--- src/rtl/dir_coh_pkg.sv ---
package dir_coh_pkg;
  typedef enum logic [1:0] {
    BLK_NONE = 2'd0,
    BLK_SHRD = 2'd1,
    BLK_OWND = 2'd2
  } blk_st_e;

  typedef enum logic [1:0] {
    SEQ_IDLE  = 2'd0,
    SEQ_CMD   = 2'd1,
    SEQ_WB    = 2'd2,
    SEQ_GRANT = 2'd3
  } seq_st_e;
endpackage

--- src/rtl/dir_store.sv ---
module dir_store
  import dir_coh_pkg::*;
#(
  parameter int NPROC = 3,
  parameter int NBLK  = 8,
  localparam int AW   = (NBLK > 1) ? $clog2(NBLK) : 1
) (
  input  logic             clk,
  input  logic             rst_n,
  input  logic [AW-1:0]    rd_addr,
  output blk_st_e          rd_st,
  output logic [NPROC-1:0] rd_vec,
  input  logic             wr_en,
  input  logic [AW-1:0]    wr_addr,
  input  blk_st_e          wr_st,
  input  logic [NPROC-1:0] wr_vec
);
  blk_st_e          st_q  [NBLK];
  logic [NPROC-1:0] vec_q [NBLK];

  for (genvar g = 0; g < NBLK; g++) begin : g_ent
    logic ent_en;
    assign ent_en = wr_en && (wr_addr == AW'(g));
    always_ff @(posedge clk or negedge rst_n) begin
      if (!rst_n) begin
        st_q[g]  <= BLK_NONE;
        vec_q[g] <= '0;
      end else if (ent_en) begin
        st_q[g]  <= wr_st;
        vec_q[g] <= wr_vec;
      end
    end
  end

  assign rd_st  = st_q[rd_addr];
  assign rd_vec = vec_q[rd_addr];
endmodule

--- src/rtl/dir_action.sv ---
module dir_action
  import dir_coh_pkg::*;
#(
  parameter int NPROC = 3,
  localparam int PIDW = (NPROC > 1) ? $clog2(NPROC) : 1
) (
  input  blk_st_e          cur_st,
  input  logic [NPROC-1:0] cur_vec,
  input  logic             req_write,
  input  logic [PIDW-1:0]  req_pid,
  output blk_st_e          nxt_st,
  output logic [NPROC-1:0] nxt_vec,
  output logic [NPROC-1:0] inv_mask,
  output logic             wb_need,
  output logic [PIDW-1:0]  owner_pid
);
  logic [NPROC-1:0] req_bit;
  logic             is_owner;

  always_comb begin
    req_bit   = '0;
    owner_pid = '0;
    for (int i = 0; i < NPROC; i++) begin
      if (req_pid == PIDW'(i)) req_bit[i] = 1'b1;
      if (cur_vec[i])          owner_pid  = PIDW'(i);
    end
  end

  assign is_owner = (cur_st == BLK_OWND) && (owner_pid == req_pid);

  always_comb begin
    nxt_st   = cur_st;
    nxt_vec  = cur_vec;
    inv_mask = '0;
    wb_need  = 1'b0;
    if (!is_owner) begin
      wb_need = (cur_st == BLK_OWND);
      if (req_write) begin
        nxt_st   = BLK_OWND;
        nxt_vec  = req_bit;
        inv_mask = cur_vec & ~req_bit;
      end else begin
        nxt_st  = BLK_SHRD;
        nxt_vec = cur_vec | req_bit;
      end
    end
  end
endmodule

--- src/rtl/dir_seq.sv ---
module dir_seq
  import dir_coh_pkg::*;
(
  input  logic clk,
  input  logic rst_n,
  input  logic req_valid,
  input  logic wb_need,
  input  logic wb_ack,
  output logic req_ready,
  output logic accept,
  output logic cmd_phase,
  output logic wb_phase,
  output logic grant_phase
);
  seq_st_e st_q, st_d;

  always_comb begin
    st_d = st_q;
    unique case (st_q)
      SEQ_IDLE:  if (req_valid) st_d = SEQ_CMD;
      SEQ_CMD:   st_d = (wb_need && !wb_ack) ? SEQ_WB : SEQ_GRANT;
      SEQ_WB:    if (wb_ack) st_d = SEQ_GRANT;
      SEQ_GRANT: st_d = SEQ_IDLE;
      default:   st_d = SEQ_IDLE;
    endcase
  end

  always_ff @(posedge clk or negedge rst_n) begin
    if (!rst_n) st_q <= SEQ_IDLE;
    else        st_q <= st_d;
  end

  assign req_ready   = (st_q == SEQ_IDLE);
  assign accept      = req_ready && req_valid;
  assign cmd_phase   = (st_q == SEQ_CMD);
  assign wb_phase    = (st_q == SEQ_WB);
  assign grant_phase = (st_q == SEQ_GRANT);
endmodule

--- src/rtl/dir_coh_ctrl.sv ---
module dir_coh_ctrl
  import dir_coh_pkg::*;
#(
  parameter int NPROC = 3,
  parameter int NBLK  = 8,
  localparam int PIDW = (NPROC > 1) ? $clog2(NPROC) : 1,
  localparam int AW   = (NBLK > 1) ? $clog2(NBLK) : 1
) (
  input  logic             clk,
  input  logic             rst_n,
  input  logic             req_valid,
  output logic             req_ready,
  input  logic             req_write,
  input  logic [PIDW-1:0]  req_pid,
  input  logic [AW-1:0]    req_addr,
  output logic             inv_valid,
  output logic [NPROC-1:0] inv_mask,
  output logic             wb_valid,
  output logic [PIDW-1:0]  wb_pid,
  input  logic             wb_ack,
  output logic             grant_valid,
  output logic [PIDW-1:0]  grant_pid
);
  logic             accept, cmd_phase, wb_phase, grant_phase, wb_need;
  logic             wr_q, wr_d;
  logic [PIDW-1:0]  pid_q, pid_d, owner_pid;
  logic [AW-1:0]    addr_q, addr_d;
  blk_st_e          cur_st, nxt_st;
  logic [NPROC-1:0] cur_vec, nxt_vec, kill_mask;

  // request latch: next-state then register
  always_comb begin
    wr_d   = wr_q;
    pid_d  = pid_q;
    addr_d = addr_q;
    if (accept) begin
      wr_d   = req_write;
      pid_d  = req_pid;
      addr_d = req_addr;
    end
  end

  always_ff @(posedge clk or negedge rst_n) begin
    if (!rst_n) begin
      wr_q   <= 1'b0;
      pid_q  <= '0;
      addr_q <= '0;
    end else begin
      wr_q   <= wr_d;
      pid_q  <= pid_d;
      addr_q <= addr_d;
    end
  end

  dir_seq u_seq (
    .clk         (clk),
    .rst_n       (rst_n),
    .req_valid   (req_valid),
    .wb_need     (wb_need),
    .wb_ack      (wb_ack),
    .req_ready   (req_ready),
    .accept      (accept),
    .cmd_phase   (cmd_phase),
    .wb_phase    (wb_phase),
    .grant_phase (grant_phase)
  );

  dir_store #(.NPROC(NPROC), .NBLK(NBLK)) u_store (
    .clk     (clk),
    .rst_n   (rst_n),
    .rd_addr (addr_q),
    .rd_st   (cur_st),
    .rd_vec  (cur_vec),
    .wr_en   (grant_phase),
    .wr_addr (addr_q),
    .wr_st   (nxt_st),
    .wr_vec  (nxt_vec)
  );

  dir_action #(.NPROC(NPROC)) u_act (
    .cur_st    (cur_st),
    .cur_vec   (cur_vec),
    .req_write (wr_q),
    .req_pid   (pid_q),
    .nxt_st    (nxt_st),
    .nxt_vec   (nxt_vec),
    .inv_mask  (kill_mask),
    .wb_need   (wb_need),
    .owner_pid (owner_pid)
  );

  assign inv_valid   = cmd_phase && (kill_mask != '0);
  assign inv_mask    = inv_valid ? kill_mask : '0;
  assign wb_valid    = (cmd_phase || wb_phase) && wb_need;
  assign wb_pid      = owner_pid;
  assign grant_valid = grant_phase;
  assign grant_pid   = pid_q;
endmodule

--- config.mk ---
export PLATFORM = sky130hd
export DESIGN_NAME = dir_coh_ctrl
export DESIGN_NICKNAME = d
export VERILOG_FILES = /design/src/rtl/dir_coh_pkg.sv /design/src/rtl/dir_store.sv /design/src/rtl/dir_action.sv /design/src/rtl/dir_seq.sv /design/src/rtl/dir_coh_ctrl.sv
export SDC_FILE = /design/constraint.sdc
export NUM_CORES = 1
export LEC_CHECK = 0
export CORE_AREA = 5 5 73 75
export CTS_CLUSTER_DIAMETER = 200
export DETAILED_ROUTE_END_ITERATION = 8
export DIE_AREA = 0 0 78 80
export GPL_ROUTABILITY_DRIVEN = 0
export PLACE_DENSITY = 0.75
export SLEW_MARGIN = 20
export SYNTH_ARGS = -nofsm -noshare
export SYNTH_HDL_FRONTEND = slang
export SYNTH_SLANG_ARGS = --single-unit
--- constraint.sdc ---
create_clock -name clk -period 2.3 [get_ports clk]
set_input_delay 0.345 -clock clk [delete_from_list [all_inputs] [get_ports clk]]
set_output_delay 0.345 -clock clk [all_outputs]
set_load 0.01 [all_outputs]
=== Word level (Yosys, flattened, before mapping) ===
Index checks and enable logic that the tools add are counted.

* Output and inout port bits: 11
* Register bits after elaboration: 48

* Mux-type cells: 23
* Reduce and logical (&&, ||, !) cells: 20
* Equality and inequality tests: 16
* Magnitude comparators: 1
* Bitwise logic cells: 4

{| class="wikitable"
|+ Operator list
! kind !! count
|-
| $mux 3 || 7
|-
| $mux 2 || 7
|-
| $logic_and 1x1->1 || 13
|-
| $eq 3x3->1 const B || 4
|-
| $bmux 3 s3 || 1
|-
| $eq 2x2->1 const B || 4
|-
| $pmux 2 s4 || 1
|-
| $bmux 2 s3 || 1
|-
| $eq 3x2->1 const B || 2
|-
| $mux 1 || 6
|-
| $eq 2x1->1 const B || 2
|-
| $ge 4x4->1 const B || 1
|-
| $logic_not 2->1 || 2
|-
| $ne 2x2->1 const B || 2
|-
| $not 3->4 || 1
|-
| $and 3x3->3 || 1
|-
| $eq 3x1->1 const B || 1
|-
| $logic_not 3->1 || 1
|-
| $not 3->3 || 1
|-
| $or 3x3->3 || 1
|-
| $reduce_bool 3->1 || 1
|-
| $eq 2x2->1 || 1
|-
| $reduce_and 2->1 || 1
|-
| $logic_not 1->1 || 1
|-
| $logic_or 1x1->1 || 1
|}

=== Logic depth before layout (Yosys ltp) ===
* Word-level depth: 12
* Gate-level depth with buffers: 11
* Gate-level depth less buffers: 7

=== Hierarchy ===
A second synthesis with hierarchy kept.

* Cell total of the unflattened synthesis: 170
* Area total of the unflattened synthesis: 2548.7 um2

{| class="wikitable"
|+ Modules (own cells, without submodules)
! module !! cells an instance !! times used !! area each (um2) !! seq. area each (um2)
|-
| dir_store || 106 || 1 || 1884.3 || 1001.0
|-
| dir_coh_ctrl || 18 || 1 || 286.5 || 150.1
|-
| dir_seq || 19 || 1 || 195.2 || 50.0
|-
| dir_action || 27 || 1 || 182.7 || 0.0
|}

=== Worst setup path before layout ===
OpenSTA, ideal clock, no wires.

* Path kind: register to output
* From: register addr_q[1]
* To: output inv_mask[0]
* Path slack: -48 ps
* Arrival: 2003 ps
* Buffers on the path: 1
* Data required time: 1955 ps
* Stages on the path, launching flop included: 9
* Cells stage by stage: dfrtp_1 > buf_6 > mux2_4 > o21ai_1 > a21oi_4 > xor2_2 > o22ai_4 > and2_4 > nor4_1

* Word-level cells in the longest chain between the ends: 12

{| class="wikitable"
|+ RTL lines
! what !! line !! source
|-
| start, declared || dir_coh_ctrl.sv:27 || <nowiki>logic [AW-1:0] addr_q, addr_d;</nowiki>
|-
| start signal, assigned || dir_coh_ctrl.sv:51 || <nowiki>addr_q <= addr_d;</nowiki>
|-
| $not 3->4 (not written as such) * || dir_store.sv:35, dir_store.sv:36 ||
|-
| $bmux 3 s3 || dir_store.sv:36 || <nowiki>assign rd_vec = vec_q[rd_addr];</nowiki>
|-
| $mux 3 (not written as such) (2 in series) || dir_store.sv:36 ||
|-
| $mux 1 || dir_action.sv:25 || <nowiki>if (cur_vec[i]) owner_pid = PIDW'(i);</nowiki>
|-
| $mux 2 || dir_action.sv:25 ||
|-
| $eq 2x2->1 || dir_action.sv:29 || <nowiki>assign is_owner = (cur_st == BLK_OWND) && (owner_pid == req_pid);</nowiki>
|-
| $logic_and 1x1->1 || dir_action.sv:29 ||
|-
| $mux 3 * || dir_action.sv:36 || <nowiki>if (!is_owner) begin</nowiki>
|-
| $reduce_bool 3->1 || dir_coh_ctrl.sv:92 || <nowiki>assign inv_valid = cmd_phase && (kill_mask != '0);</nowiki>
|-
| $logic_and 1x1->1 || dir_coh_ctrl.sv:92 ||
|-
| $mux 3 * || dir_coh_ctrl.sv:93 || <nowiki>assign inv_mask = inv_valid ? kill_mask : '0;</nowiki>
|-
| end, declared || dir_coh_ctrl.sv:17 || <nowiki>output logic [NPROC-1:0] inv_mask,</nowiki>
|}

Mark *: on every way between the ends. The rest lies on a longest branch, timed or not. The select of a mux whose other input is x is not followed.

=== Final worst setup path ===
* From: register addr_q[1]
* To: output inv_mask[1]

The elaborated chain is that of the path after synthesis.

==> results.md <==
* Distinct cells, synth at 40
* Clk sink count at 48
* Total number of vias at 1989
* Fmax achieved at 369.7 MHz
* Wire length of the first global-routing pass at 9.666 mm
* Global-route total usage across every layer at 0.1957
* Count of max-cap constraint violations at 0
* Failing checks: negative setup slack
* Row count at 25
* RSZ-0062 raised after global routing: true
* Worst path bufs/invs at 2
* Longest Clk Path Bufs at 2
* Power density relative to cell area at 1887 nW/um^2
* Final-stage net count at 312
* Worst-case vdd ir drop at 0.001096 V
* Data required time at the worst endpoint at 1.96 ns
* Horizontal die dimension at 78 um
* Pin count of the biggest net entering global routing at 22
* Fraction of synthesized cell area taken by the top area cell type at 0.4893
* Final critical-path setup slack at -0.4052 ns
* Ys Warns at 0
* Clock latency reported for the late side of the worst-skew pair at 0.30 ns
* Number of nets still failing antenna checks after routing at 0
* Cell-internal power at 3.664 mW
* Count of filler cells inserted in the layout at 316
* Initial Utilization at 0.5339
* Vias in the first global route at 2008
* Portion of total power attributed to sequential cells at 0.266
* Overall Power at 6.151 mW
* Setup violations, final at 23
* Area of the mapped netlist at 2455 um^2
* Clock tree root driver cell: sky130_fd_sc_hd__clkbuf_8
* Max FO, Critical Path at 4
* Number of cells produced by synthesis at 233
* Met1 routed wirelength after detailed routing at 2.548 mm
* Net Sw Frac at 0.4043
* Highest routed layer: met4
* Number of violations reported at the end of detailed-routing iteration 0 at 145
* Final wirelength at 6.103 mm
* Worst setup path class: flop to output pin
* DPL Wire Length at 3.998 mm
* Wire length on met3 at 270 um
* Worst-path cell chain: buf_6 -> mux2_4 -> o221ai_4 -> a21oi_4 -> xor2_2 -> o22ai_4 -> and2_4 -> nor4b_2 -> buf_2
* DRT Pass-1 Iters at 4
* Result of the run: finished with violations
* Cell type with the largest total area after synthesis: sky130_fd_sc_hd__dfrtp_1
* Die Y at 80 um
* Number of diodes added for antenna fixing at 0
* Final min period at 2.705 ns
* Seq cells post-synth at 48
* Leakage power of the design at 1.433 nW
* Clock tree from TritonCTS: built
* Vias per std cell at 5.635
* Post-Syn Nets at 247
* Total congestion overflow after global routing at 0
* Portion of the post-synthesis area used by sequential elements at 0.4893
* Worst max-slew margin expressed relative to the limit at 0.7030
* Core region area at 4598 um^2
* Most area-consuming cells after synthesis: sky130_fd_sc_hd__dfrtp_1, sky130_fd_sc_hd__a21oi_1, sky130_fd_sc_hd__nor2_1, sky130_fd_sc_hd__mux2_2, sky130_fd_sc_hd__mux4_2
* Top delay family on crit path: flip-flops
* Number of remaining DRC errors at 0
* Routed length per placed instance at 17.29 um
* Max Clock Skew at 0.01062 ns
* Final cycle utilization of the critical path at 1.176
* Avg Cell Area, Syn at 10.54 um^2
* Most common library cell in the layout ignoring fill and taps: sky130_fd_sc_hd__dfrtp_1
* Number of input and output port buffers inserted at 20
* Number of levels in the clock H-tree at 2
* Fraction of layout instances using a drive strength above 1 at 0.3779
* Clock Power Share at 0.104
* Total Die Area at 6240 um^2
* Startpoint class of the critical path: flop
* Crit-path max cell delay at 0.44 ns
* Cell with the biggest individual delay on the critical path: sky130_fd_sc_hd__dfrtp_2
* Critical path capture point type: output pin
* Transition time of the tightest slew-check pin at 0.4455 ns
* Number of buffers inserted during clock tree synthesis at 5
* Worst-case setup slack after placement at -0.5309 ns
* Power spent charging and discharging nets at 2.487 mW
* Routed met2 length at 3.230 mm
* Clock transition at path regs at 0.09 ns
* Leading cell types in the layout, fill and taps excluded: sky130_fd_sc_hd__dfrtp_1, sky130_fd_sc_hd__nor2_1, sky130_fd_sc_hd__buf_4
* Combinational cell fraction of total power at 0.630
* Data arrival time at the worst-slack endpoint at 2.36 ns
* Initial antenna violation count at 0
* Signed area change from the synthesized netlist to the final layout at 32.77%
* Number of max-slew violations in the final report at 0
* Number of hold-slack violations in the final timing report at 0
* Min-Delay Path Class: input pin to async pin
* IO Count at 21
## synth_stat cells (all sizes together)
cell type	n
dfrtp	48
nor2	44
a21oi	37
mux2	17
nand2	11
o21ai	10
inv	9
buf	8
nor3	6
a32oi	4
ha	4
mux2i	4
nor2b	4
and2	3
mux4	3
nand2b	3
o22ai	3
nor4	2
o221ai	2
or2	2
a22oi	1
and3	1
clkinv	1
nand4	1
nor4b	1
o21bai	1
o31ai	1
o32ai	1
xor2	1
## routing by layer
metal / up-vias / track usage
li1: 944 / -
met2: 51 / 0.3255
met3: 4 / 0.04289
met1: 990 / 0.2567
met5: - / 0
met4: 0 / 0.05574
## flip-flops by register name, summed over array words and instances (netlist names)
name	cells
addr_q	3
grant_pid	2
u_seq.st_q	2
u_store.st_q	16
u_store.vec_q	24
wr_q	1
## worst reg2reg max path: cells and delay by family, from the launching register on
kind,cells,cell delay [ns]
muxes,1,0.11
AOI/OAI and AO/OA,3,0.51
and+or+nand+nor,2,0.46
buffers and inverters,6,0.79
DFF,1,0.44
## power groups by stage
stage / clock network, mW / logic, mW / registers, mW
after floorplan: 0 / 2.08 / 1.49
after global placement: 0 / 2.94 / 1.60
after detailed placement: 0 / 3.00 / 1.63
after CTS: 0.653 / 3.29 / 1.62
after global routing: 0.694 / 4.18 / 1.69
final: 0.640 / 3.88 / 1.63
## worst paths after layout
path / start / end / slack (ns) / cells after the start
setup / recovery: addr_q[1]$_DFFE_PN0P_ / inv_mask[1] / -0.41 / 9
hold / removal: rst_n / u_store.vec_q[2]$_DFFE_PN0P_ / 0.43 / 2
setup reg to reg: addr_q[1]$_DFFE_PN0P_ / u_store.vec_q[9]$_DFFE_PN0P_ / -0.10 / 12
hold reg to reg: u_store.vec_q[1]$_DFFE_PN0P_ / u_store.vec_q[1]$_DFFE_PN0P_ / 0.51 / 2
max in group asynchronous: rst_n / addr_q[1]$_DFFE_PN0P_ / 1.31 / 3
min in group clk: u_store.vec_q[1]$_DFFE_PN0P_ / u_store.vec_q[1]$_DFFE_PN0P_ / 0.51 / 2
## logic make-up (layout without fill, tap and decap cells)
logic type                 after synthesis  after routing  synth area share
adders and majority gates                4              4           0.02039
AOI/OAI and AO/OA                       60             60            0.1651
xor gates and xnor gates                 1              1          0.006628
muxes                                   24             24            0.1279
DFF                                     48             48            0.4893
and+or+nand+nor                         78             78            0.1442
buffers and inverters                   18             84           0.04637
## cell type report
class,count,area [um^2],area share
clock buffer,6,82.58,0.02534
clock inverter,2,38.79,0.01190
inverter,10,37.54,0.01152
multi-input combinational,167,1264,0.3877
sequential,48,1205,0.3697
tap,54,67.56,0.02073
timing repair buffer,66,564.3,0.1731
## metrics by stage
stage          cell area [um^2]  hold WS (ns)  setup TNS, ns  utilization  cells
2_1_floorplan              2461       0.04941              0            -    233
3_3_place_gp               2880        0.2237         -2.600       0.6264    330
3_5_place_dp               2880        0.2280         -2.947       0.6264    330
4_1_cts                    3090        0.4316         -1.874       0.6721    345
5_1_grt                    3259        0.4554         -6.883       0.7088    353
6_report                   3259        0.4329         -3.050       0.7088    353
## repair_timing
item | in CTS | in global routing
hold endpoints to repair | 9 | 0
pin swaps | 10 | 11
endpoints found under the setup margin | 21 | 39
resized for setup | 47 | 25
hold buffers | 1 | 0
buffers inserted | 6 | 10
Power figures use the tool's default switching activity.
